--- src/rtl/lane_pkg.sv ---
`timescale 1ns/1ps
package lane_pkg;
  localparam int PAIR_W = 2;
  localparam int NUM_ST = 3;
  localparam int MAG_W  = 4;
  localparam int MSG_W  = PAIR_W * NUM_ST;
  localparam int IDX_W  = $clog2(NUM_ST);

  typedef struct packed {
    logic             vld;
    logic             s0;
    logic             s1;
    logic             s2;
    logic [IDX_W-1:0] idx;
    logic             en;
    logic             preInv;
    logic             postInv;
  } laneStrobe_t;
endpackage

--- src/rtl/lane_ctrl.sv ---
`timescale 1ns/1ps
module lane_ctrl
  import lane_pkg::*;
(
  input  logic             clk,
  input  logic             rstN,
  input  logic [IDX_W-1:0] stateIdx,
  input  logic             inValid,
  input  logic             updEn,
  input  logic             oldSign,
  input  logic             newSign,
  output laneStrobe_t      stb
);
  logic enQ, preInvQ, postInvQ;
  logic isS0;

  assign isS0 = (stateIdx == IDX_W'(0));

  always_ff @(posedge clk or negedge rstN) begin
    if (!rstN) begin
      enQ      <= 1'b0;
      preInvQ  <= 1'b0;
      postInvQ <= 1'b0;
    end else if (inValid && isS0) begin
      enQ      <= updEn;
      preInvQ  <= ~oldSign;
      postInvQ <= newSign;
    end
  end

  always_comb begin
    stb.vld     = inValid;
    stb.s0      = isS0;
    stb.s1      = (stateIdx == IDX_W'(1));
    stb.s2      = (stateIdx == IDX_W'(NUM_ST - 1));
    stb.idx     = stateIdx;
    stb.en      = isS0 ? updEn    : enQ;
    stb.preInv  = isS0 ? ~oldSign : preInvQ;
    stb.postInv = isS0 ? newSign  : postInvQ;
  end

  AST_STATE_LEGAL: assert property (@(posedge clk) disable iff (!rstN)
    inValid |-> (stateIdx < IDX_W'(NUM_ST)));
  AST_S1_AFTER_S0: assert property (@(posedge clk) disable iff (!rstN)
    (inValid && stateIdx == IDX_W'(1)) |-> $past(inValid && stateIdx == IDX_W'(0)));
endmodule

--- src/rtl/lane_datapath.sv ---
`timescale 1ns/1ps
module lane_datapath
  import lane_pkg::*;
(
  input  logic              clk,
  input  logic              rstN,
  input  laneStrobe_t       stb,
  input  logic [PAIR_W-1:0] appPair,
  input  logic [MAG_W-1:0]  oldMag,
  input  logic [MAG_W-1:0]  newMag,
  output logic [PAIR_W-1:0] outPair,
  output logic              outValid,
  output logic [IDX_W-1:0]  outIdx
);
  localparam int ACC_W = MSG_W - PAIR_W;

  // ripple add of one pair: {carry out, carry into top bit, sum}
  function automatic logic [PAIR_W+1:0] ripPair(input logic [PAIR_W-1:0] a,
                                                input logic [PAIR_W-1:0] b,
                                                input logic cin);
    logic [PAIR_W-1:0] s;
    logic c, cTop;
    c = cin;
    cTop = cin;
    for (int i = 0; i < PAIR_W; i++) begin
      if (i == PAIR_W - 1) cTop = c;
      s[i] = a[i] ^ b[i] ^ c;
      c    = (a[i] & b[i]) | (a[i] & c) | (b[i] & c);
    end
    return {c, cTop, s};
  endfunction

  logic [MAG_W-1:0]  oldMagQ, newMagQ;
  logic              preCarryQ, postCarryQ;
  logic [ACC_W-1:0]  vnAccQ;
  logic [MSG_W-1:0]  vnHoldQ;
  logic              holdEnQ, holdValidQ;
  logic              satPosQ, satNegQ;

  logic [MSG_W-1:0]  oldExt, newExt, preSatVal;
  logic [PAIR_W-1:0] oldSlice, newSlice, vnSlice, preOp, postOp, outNext;
  logic              preInvE, postInvE, preCin, postCin;
  logic [PAIR_W+1:0] preR, postR;
  logic              preOvf, edp, edn;

  always_comb begin
    oldExt   = MSG_W'(stb.s0 ? oldMag : oldMagQ);
    newExt   = MSG_W'(stb.s0 ? newMag : newMagQ);
    oldSlice = oldExt[int'(stb.idx)*PAIR_W +: PAIR_W];
    newSlice = newExt[int'(stb.idx)*PAIR_W +: PAIR_W];
    vnSlice  = vnHoldQ[int'(stb.idx)*PAIR_W +: PAIR_W];

    // pre-update: APP minus old check message
    preInvE = stb.preInv & stb.en;
    preOp   = (stb.en ? oldSlice : '0) ^ {PAIR_W{preInvE}};
    preCin  = stb.s0 ? preInvE : preCarryQ;
    preR    = ripPair(appPair, preOp, preCin);
    preOvf  = preR[PAIR_W] ^ preR[PAIR_W+1];
    preSatVal = appPair[PAIR_W-1] ? {1'b1, {(MSG_W-1){1'b0}}}
                                  : {1'b0, {(MSG_W-1){1'b1}}};

    // post-update: held VN plus new check message
    postInvE = stb.postInv & holdEnQ;
    postOp   = (holdEnQ ? newSlice : '0) ^ {PAIR_W{postInvE}};
    postCin  = stb.s0 ? postInvE : postCarryQ;
    postR    = ripPair(vnSlice, postOp, postCin);

    // early overflow prediction in state 1 (magnitude fits below the top pair)
    edp = stb.s1 & ~vnHoldQ[MSG_W-1] &  vnHoldQ[MSG_W-2] & ~postInvE &  postR[PAIR_W+1];
    edn = stb.s1 &  vnHoldQ[MSG_W-1] & ~vnHoldQ[MSG_W-2] &  postInvE & ~postR[PAIR_W+1];

    outNext = postR[PAIR_W-1:0];
    if (stb.s1) begin
      if (edp)      outNext = '1;
      else if (edn) outNext = '0;
    end else if (stb.s2) begin
      if (satPosQ)      outNext = {1'b0, {(PAIR_W-1){1'b1}}};
      else if (satNegQ) outNext = {1'b1, {(PAIR_W-1){1'b0}}};
    end
  end

  always_ff @(posedge clk or negedge rstN) begin
    if (!rstN) begin
      oldMagQ    <= '0;
      newMagQ    <= '0;
      preCarryQ  <= 1'b0;
      postCarryQ <= 1'b0;
      vnAccQ     <= '0;
      vnHoldQ    <= '0;
      holdEnQ    <= 1'b0;
      holdValidQ <= 1'b0;
      satPosQ    <= 1'b0;
      satNegQ    <= 1'b0;
      outPair    <= '0;
      outValid   <= 1'b0;
      outIdx     <= '0;
    end else if (stb.vld) begin
      if (stb.s0) begin
        oldMagQ <= oldMag;
        newMagQ <= newMag;
        satPosQ <= 1'b0;
        satNegQ <= 1'b0;
      end
      if (stb.s1) begin
        satPosQ <= edp;
        satNegQ <= edn;
      end
      preCarryQ  <= preR[PAIR_W+1];
      postCarryQ <= postR[PAIR_W+1];
      if (stb.s2) begin
        vnHoldQ    <= preOvf ? preSatVal : {preR[PAIR_W-1:0], vnAccQ};
        holdEnQ    <= stb.en;
        holdValidQ <= 1'b1;
      end else begin
        vnAccQ[int'(stb.idx)*PAIR_W +: PAIR_W] <= preR[PAIR_W-1:0];
      end
      outPair  <= outNext;
      outValid <= holdValidQ;
      outIdx   <= stb.idx;
    end else begin
      outValid <= 1'b0;
    end
  end

  AST_SAT_POS_TAIL: assert property (@(posedge clk) disable iff (!rstN)
    (stb.vld && stb.s2 && satPosQ) |=> (outPair == {1'b0, {(PAIR_W-1){1'b1}}}));
  AST_SAT_NEG_TAIL: assert property (@(posedge clk) disable iff (!rstN)
    (stb.vld && stb.s2 && satNegQ) |=> (outPair == {1'b1, {(PAIR_W-1){1'b0}}}));
  AST_SAT_EXCL: assert property (@(posedge clk) disable iff (!rstN)
    !(satPosQ && satNegQ));
  AST_BYPASS_TOP: assert property (@(posedge clk) disable iff (!rstN)
    (stb.vld && stb.s2 && holdValidQ && !holdEnQ) |=>
      (outPair == $past(vnHoldQ[MSG_W-1 -: PAIR_W])));
  AST_NO_EARLY_OUT: assert property (@(posedge clk) disable iff (!rstN)
    !holdValidQ |=> !outValid);
endmodule

--- src/rtl/app_serial_lane.sv ---
`timescale 1ns/1ps
module app_serial_lane
  import lane_pkg::*;
(
  input  logic              clk,
  input  logic              rstN,
  input  logic [IDX_W-1:0]  stateIdx,
  input  logic              inValid,
  input  logic              updEn,
  input  logic [PAIR_W-1:0] appPair,
  input  logic              oldSign,
  input  logic [MAG_W-1:0]  oldMag,
  input  logic              newSign,
  input  logic [MAG_W-1:0]  newMag,
  output logic [PAIR_W-1:0] outPair,
  output logic              outValid,
  output logic [IDX_W-1:0]  outIdx
);
  laneStrobe_t stb;

  lane_ctrl u_ctrl (
    .clk     (clk),
    .rstN    (rstN),
    .stateIdx(stateIdx),
    .inValid (inValid),
    .updEn   (updEn),
    .oldSign (oldSign),
    .newSign (newSign),
    .stb     (stb)
  );

  lane_datapath u_dp (
    .clk     (clk),
    .rstN    (rstN),
    .stb     (stb),
    .appPair (appPair),
    .oldMag  (oldMag),
    .newMag  (newMag),
    .outPair (outPair),
    .outValid(outValid),
    .outIdx  (outIdx)
  );

  AST_RESET_QUIET: assert property (@(posedge clk)
    !rstN |=> (!outValid || !rstN));
endmodule

--- config.mk ---
export PLATFORM = sky130hd
export DESIGN_NAME = app_serial_lane
export DESIGN_NICKNAME = d
export VERILOG_FILES = /design/src/rtl/lane_pkg.sv /design/src/rtl/lane_ctrl.sv /design/src/rtl/lane_datapath.sv /design/src/rtl/app_serial_lane.sv
export SDC_FILE = /design/constraint.sdc
export NUM_CORES = 1
export LEC_CHECK = 0
export ABC_CLOCK_PERIOD_IN_PS = 3000
export BUFFER_PORTS_ARGS = -buffer_cell sky130_fd_sc_hd__buf_2
export CORE_ASPECT_RATIO = 1.25
export CORE_MARGIN = 1
export CORE_UTILIZATION = 57
export DETAILED_ROUTE_END_ITERATION = 12
export HOLD_SLACK_MARGIN = 0.08
export PLACE_DENSITY = 0.79
export SKIP_LAST_GASP = 1
export SYNTH_ARGS = -nofsm -noshare
export SYNTH_HDL_FRONTEND = slang
export SYNTH_SLANG_ARGS = --single-unit
--- constraint.sdc ---
create_clock -name clk -period 3 [get_ports clk]
set_input_delay 0.15 -clock clk [delete_from_list [all_inputs] [get_ports clk]]
set_output_delay 0.15 -clock clk [all_outputs]
set_load 0.02 [all_outputs]
==> flow_metrics.py <==
metrics = {
    "outcome": {
        "status": "finished, final reports clean",
    },
    "logic_synthesis": {
        "ys_types": 39,
        "synthArstFlopShare_pct": 100,
        "synth_flop_cell": "dfrtp_1",
        "syn_nets": 193,
        "yosysWarnings": 0,
        "synth_edf_count": 0,
        "syn_inst": 165,
        "synth_seq_cells": 32,
        "synth_area_per_cell_um2": 11.0,
        "synth_area_um2": 1820,
        "synth-seq-area-share_pct": 43.9,
    },
    "setup_path": {
        "crit_buf_inv": 2,
        "critPathMaxFanout": 6,
        "reg2reg_from": "u_dp.oldMagQ[2]",
        "worstRegToRegCells": 10,
        "cp-end-kind": "flop",
        "endpoint": "u_dp.vnHoldQ[4]",
        "cp.required_ps": 3200,
        "slowest_stage": "dlygate4sd3_1",
        "cpPeakStageDelay_ps": 530,
        "r2r-end": "u_dp.vnHoldQ[4]",
        "cp_num_cells": 12,
        "crit_family": "adder cells",
        "crit_start": "oldMag[2]",
        "cp-start-kind": "primary input",
        "regToRegSetupSlack_ps": 180,
        "critPathKind": "in -> reg",
        "crit_chain": "dlygate4sd3_1 > buf_2 > mux2i_1 > nor2_1 > xor2_1 > o22ai_1 > fa_1 > fa_1 > xnor2_2 > nor2_1 > a21oi_1 > o21ai_0",
        "cp.arrival_ps": 3040,
    },
    "routing": {
        "ant_nets": 0,
        "dr.pass1.iters": 4,
        "avgViaCountPerCell": 5.64,
        "dr_total_vias": 1331,
        "drcViolationCount": 0,
        "drt-total-wl_um": 3720,
        "first_iter_violations": 37,
        "routedWlPerCell_um": 15.7,
    },
    "final_layout": {
        "drive_gt1_share_pct": 27.0,
        "layout_commonest_cell": "dfrtp_1",
        "area_growth_pct": 17.4,
        "multiInputGateArea_um2": 972,
        "fill_cells": 211,
        "diodes": 0,
        "layout_common_cells": "dfrtp_1 (32), buf_2 (22), nand2_1 (19), mux2_2 (13), a21oi_1 (11)",
        "fin_nets": 228,
        "register_area_um2": 801,
    },
    "pwr": {
        "p_leak_uw": 0.000983,
        "powerDensity_nw_per_um2": 577,
        "ir_worst_vdd_uv": 491,
    },
    "timing": {
        "setup_viol": 0,
        "max-slew-margin-rel_pct": 53.2,
        "skew_ps": 13.5,
        "hold_viol": 0,
        "clock.fmax_mhz": 353,
        "post-route-period-util_pct": 94.4,
        "slew_viol_final": 0,
        "hold_ws_ps": 82.0,
        "layout_min_cycle_time_ps": 2830,
        "tightest_slew_ps": 702,
        "rsz0062_at_grt": "no",
        "tns_ps": 0,
    },
    "floorplan": {
        "io_pins": 23,
        "rows": 22,
        "coreArea_um2": 3000,
        "fp.dieH_um": 65.2,
        "dieArea_um2": 3430,
        "initial_core_util_pct": 60.8,
        "fp.dieW_um": 52.6,
    },
    "placed_design": {
        "dp_hpwl_um": 2750,
        "gp_congestion": 0.845,
        "port_buffers": 22,
    },
    "grt": {
        "grt_use_total_pct": 26.1,
        "grt_pass1_vias": 1363,
        "grt_start_max_net_pins": 33,
        "grt_antenna_before_repair": 0,
        "grt_pass1_wl_um": 6350,
        "gr-total-overflow": 0,
    },
    "clock_network": {
        "cts_setup_buffers": 0,
        "cts_buffers": 5,
        "cts.htree.levels": 2,
        "clockRootBuffer": "clkbuf_4",
        "cts_max_path_buffers": 2,
        "clock_sinks": 32,
        "clkTransAtPathRegs_ps": 100,
        "tritoncts": "yes",
        "clkLatencyLatePin_ps": 350,
    },
    "hold_path": {
        "min_path_type": "in -> reg",
    },
    "run": {
        "maxCapViolCount": 0,
    },
}
per-stage QoR:
stage	cells	total power (uW)	utilization, %	worst slack, ps	area (um2)
after floorplan	165	844	-	38.6	1830
after global placement	220	930	66.1	160	1980
after detailed placement	220	954	66.1	34.8	1980
after CTS	236	1240	71.3	175	2140
after global routing	236	1310	71.3	27.2	2140
final	236	1230	71.3	167	2140
cell type report:
| type | count | area share, % |
|---|---|---|
| Sequential cell | 32 | 37.4 |
| Tap cell | 36 | 2.11 |
| Clock buffer | 7 | 3.04 |
| Timing Repair Buffer | 35 | 10.8 |
| Inverter | 7 | 1.23 |
| Multi-Input combinational cell | 119 | 45.4 |
what timing repair did:
action                                 4_1_cts  5_1_grt
endpoints found under the hold margin       40        0
gates resized for setup                      0        0
hold buffers                                 9        0
sequential cells by signal (all words and copies together) (netlist names):
name             count
u_ctrl.postInvQ      1
u_dp.outValid        1
u_dp.vnAccQ          4
u_dp.postCarryQ      1
u_dp.oldMagQ         4
u_dp.outIdx          2
u_dp.holdValidQ      1
u_dp.vnHoldQ         6
u_dp.outPair         2
u_dp.satNegQ         1
u_dp.satPosQ         1
u_dp.preCarryQ       1
u_ctrl.preInvQ       1
u_dp.newMagQ         4
u_ctrl.enQ           1
u_dp.holdEnQ         1
how the worst min path moves through the flow:
stage                       start        endpoint  slack, ps  depth (start not counted)
final                     oldSign  u_ctrl.preInvQ         80                          2
after global routing      oldSign  u_ctrl.preInvQ         90                          2
after CTS                 oldSign  u_ctrl.preInvQ         80                          2
after detailed placement     rstN  u_dp.vnAccQ[0]        230                          1
after global placement       rstN  u_dp.vnAccQ[2]        230                          1
after floorplan              rstN      u_ctrl.enQ       -150                          0
where the power goes:
group          leakage [uW]  switching, uW  total [uW]  internal [uW]
Clock             0.0000374            148         281            133
Sequential         0.000401           52.5         564            511
Combinational      0.000544            205         389            184
Total              0.000983            406        1230            828
synth_stat cells (3+ instances only):
library cell	instances	area share, %
o21ai_0	10	2.7
dfrtp_1	32	44
a21oi_1	11	3.0
fa_1	5	5.5
ha_1	5	3.4
mux2i_1	6	3.3
nand2_1	19	3.9
xnor2_1	5	2.4
buf_2	4	1.1
mux2_2	13	8.0
clkbuf_1	3	0.62
a22o_1	4	1.9
nor2b_1	3	1.0
inv_1	7	1.4
nor2_1	8	1.6
cells by family after synthesis:
kind of cell / after synthesis / synth area share (%)
flops: 32 / 43.9
buf+inv: 14 / 3.16
mux: 22 / 15.0
compound gates: 38 / 14.0
xor+xnor: 7 / 3.36
simple gates: 42 / 11.6
fa+ha+maj: 10 / 8.92
layer usage:
layer | global-route usage, % | wire [um] | up-vias
met1 | 30.6 | 1490 | 640
met2 | 44.9 | 2000 | 36
met4 | 11.8 | 92 | 0
met3 | 5.09 | 135 | 12
li1 | - | - | 643
met5 | 0 | 0 | -
No activity file was read; power rests on OpenSTA's default activity.
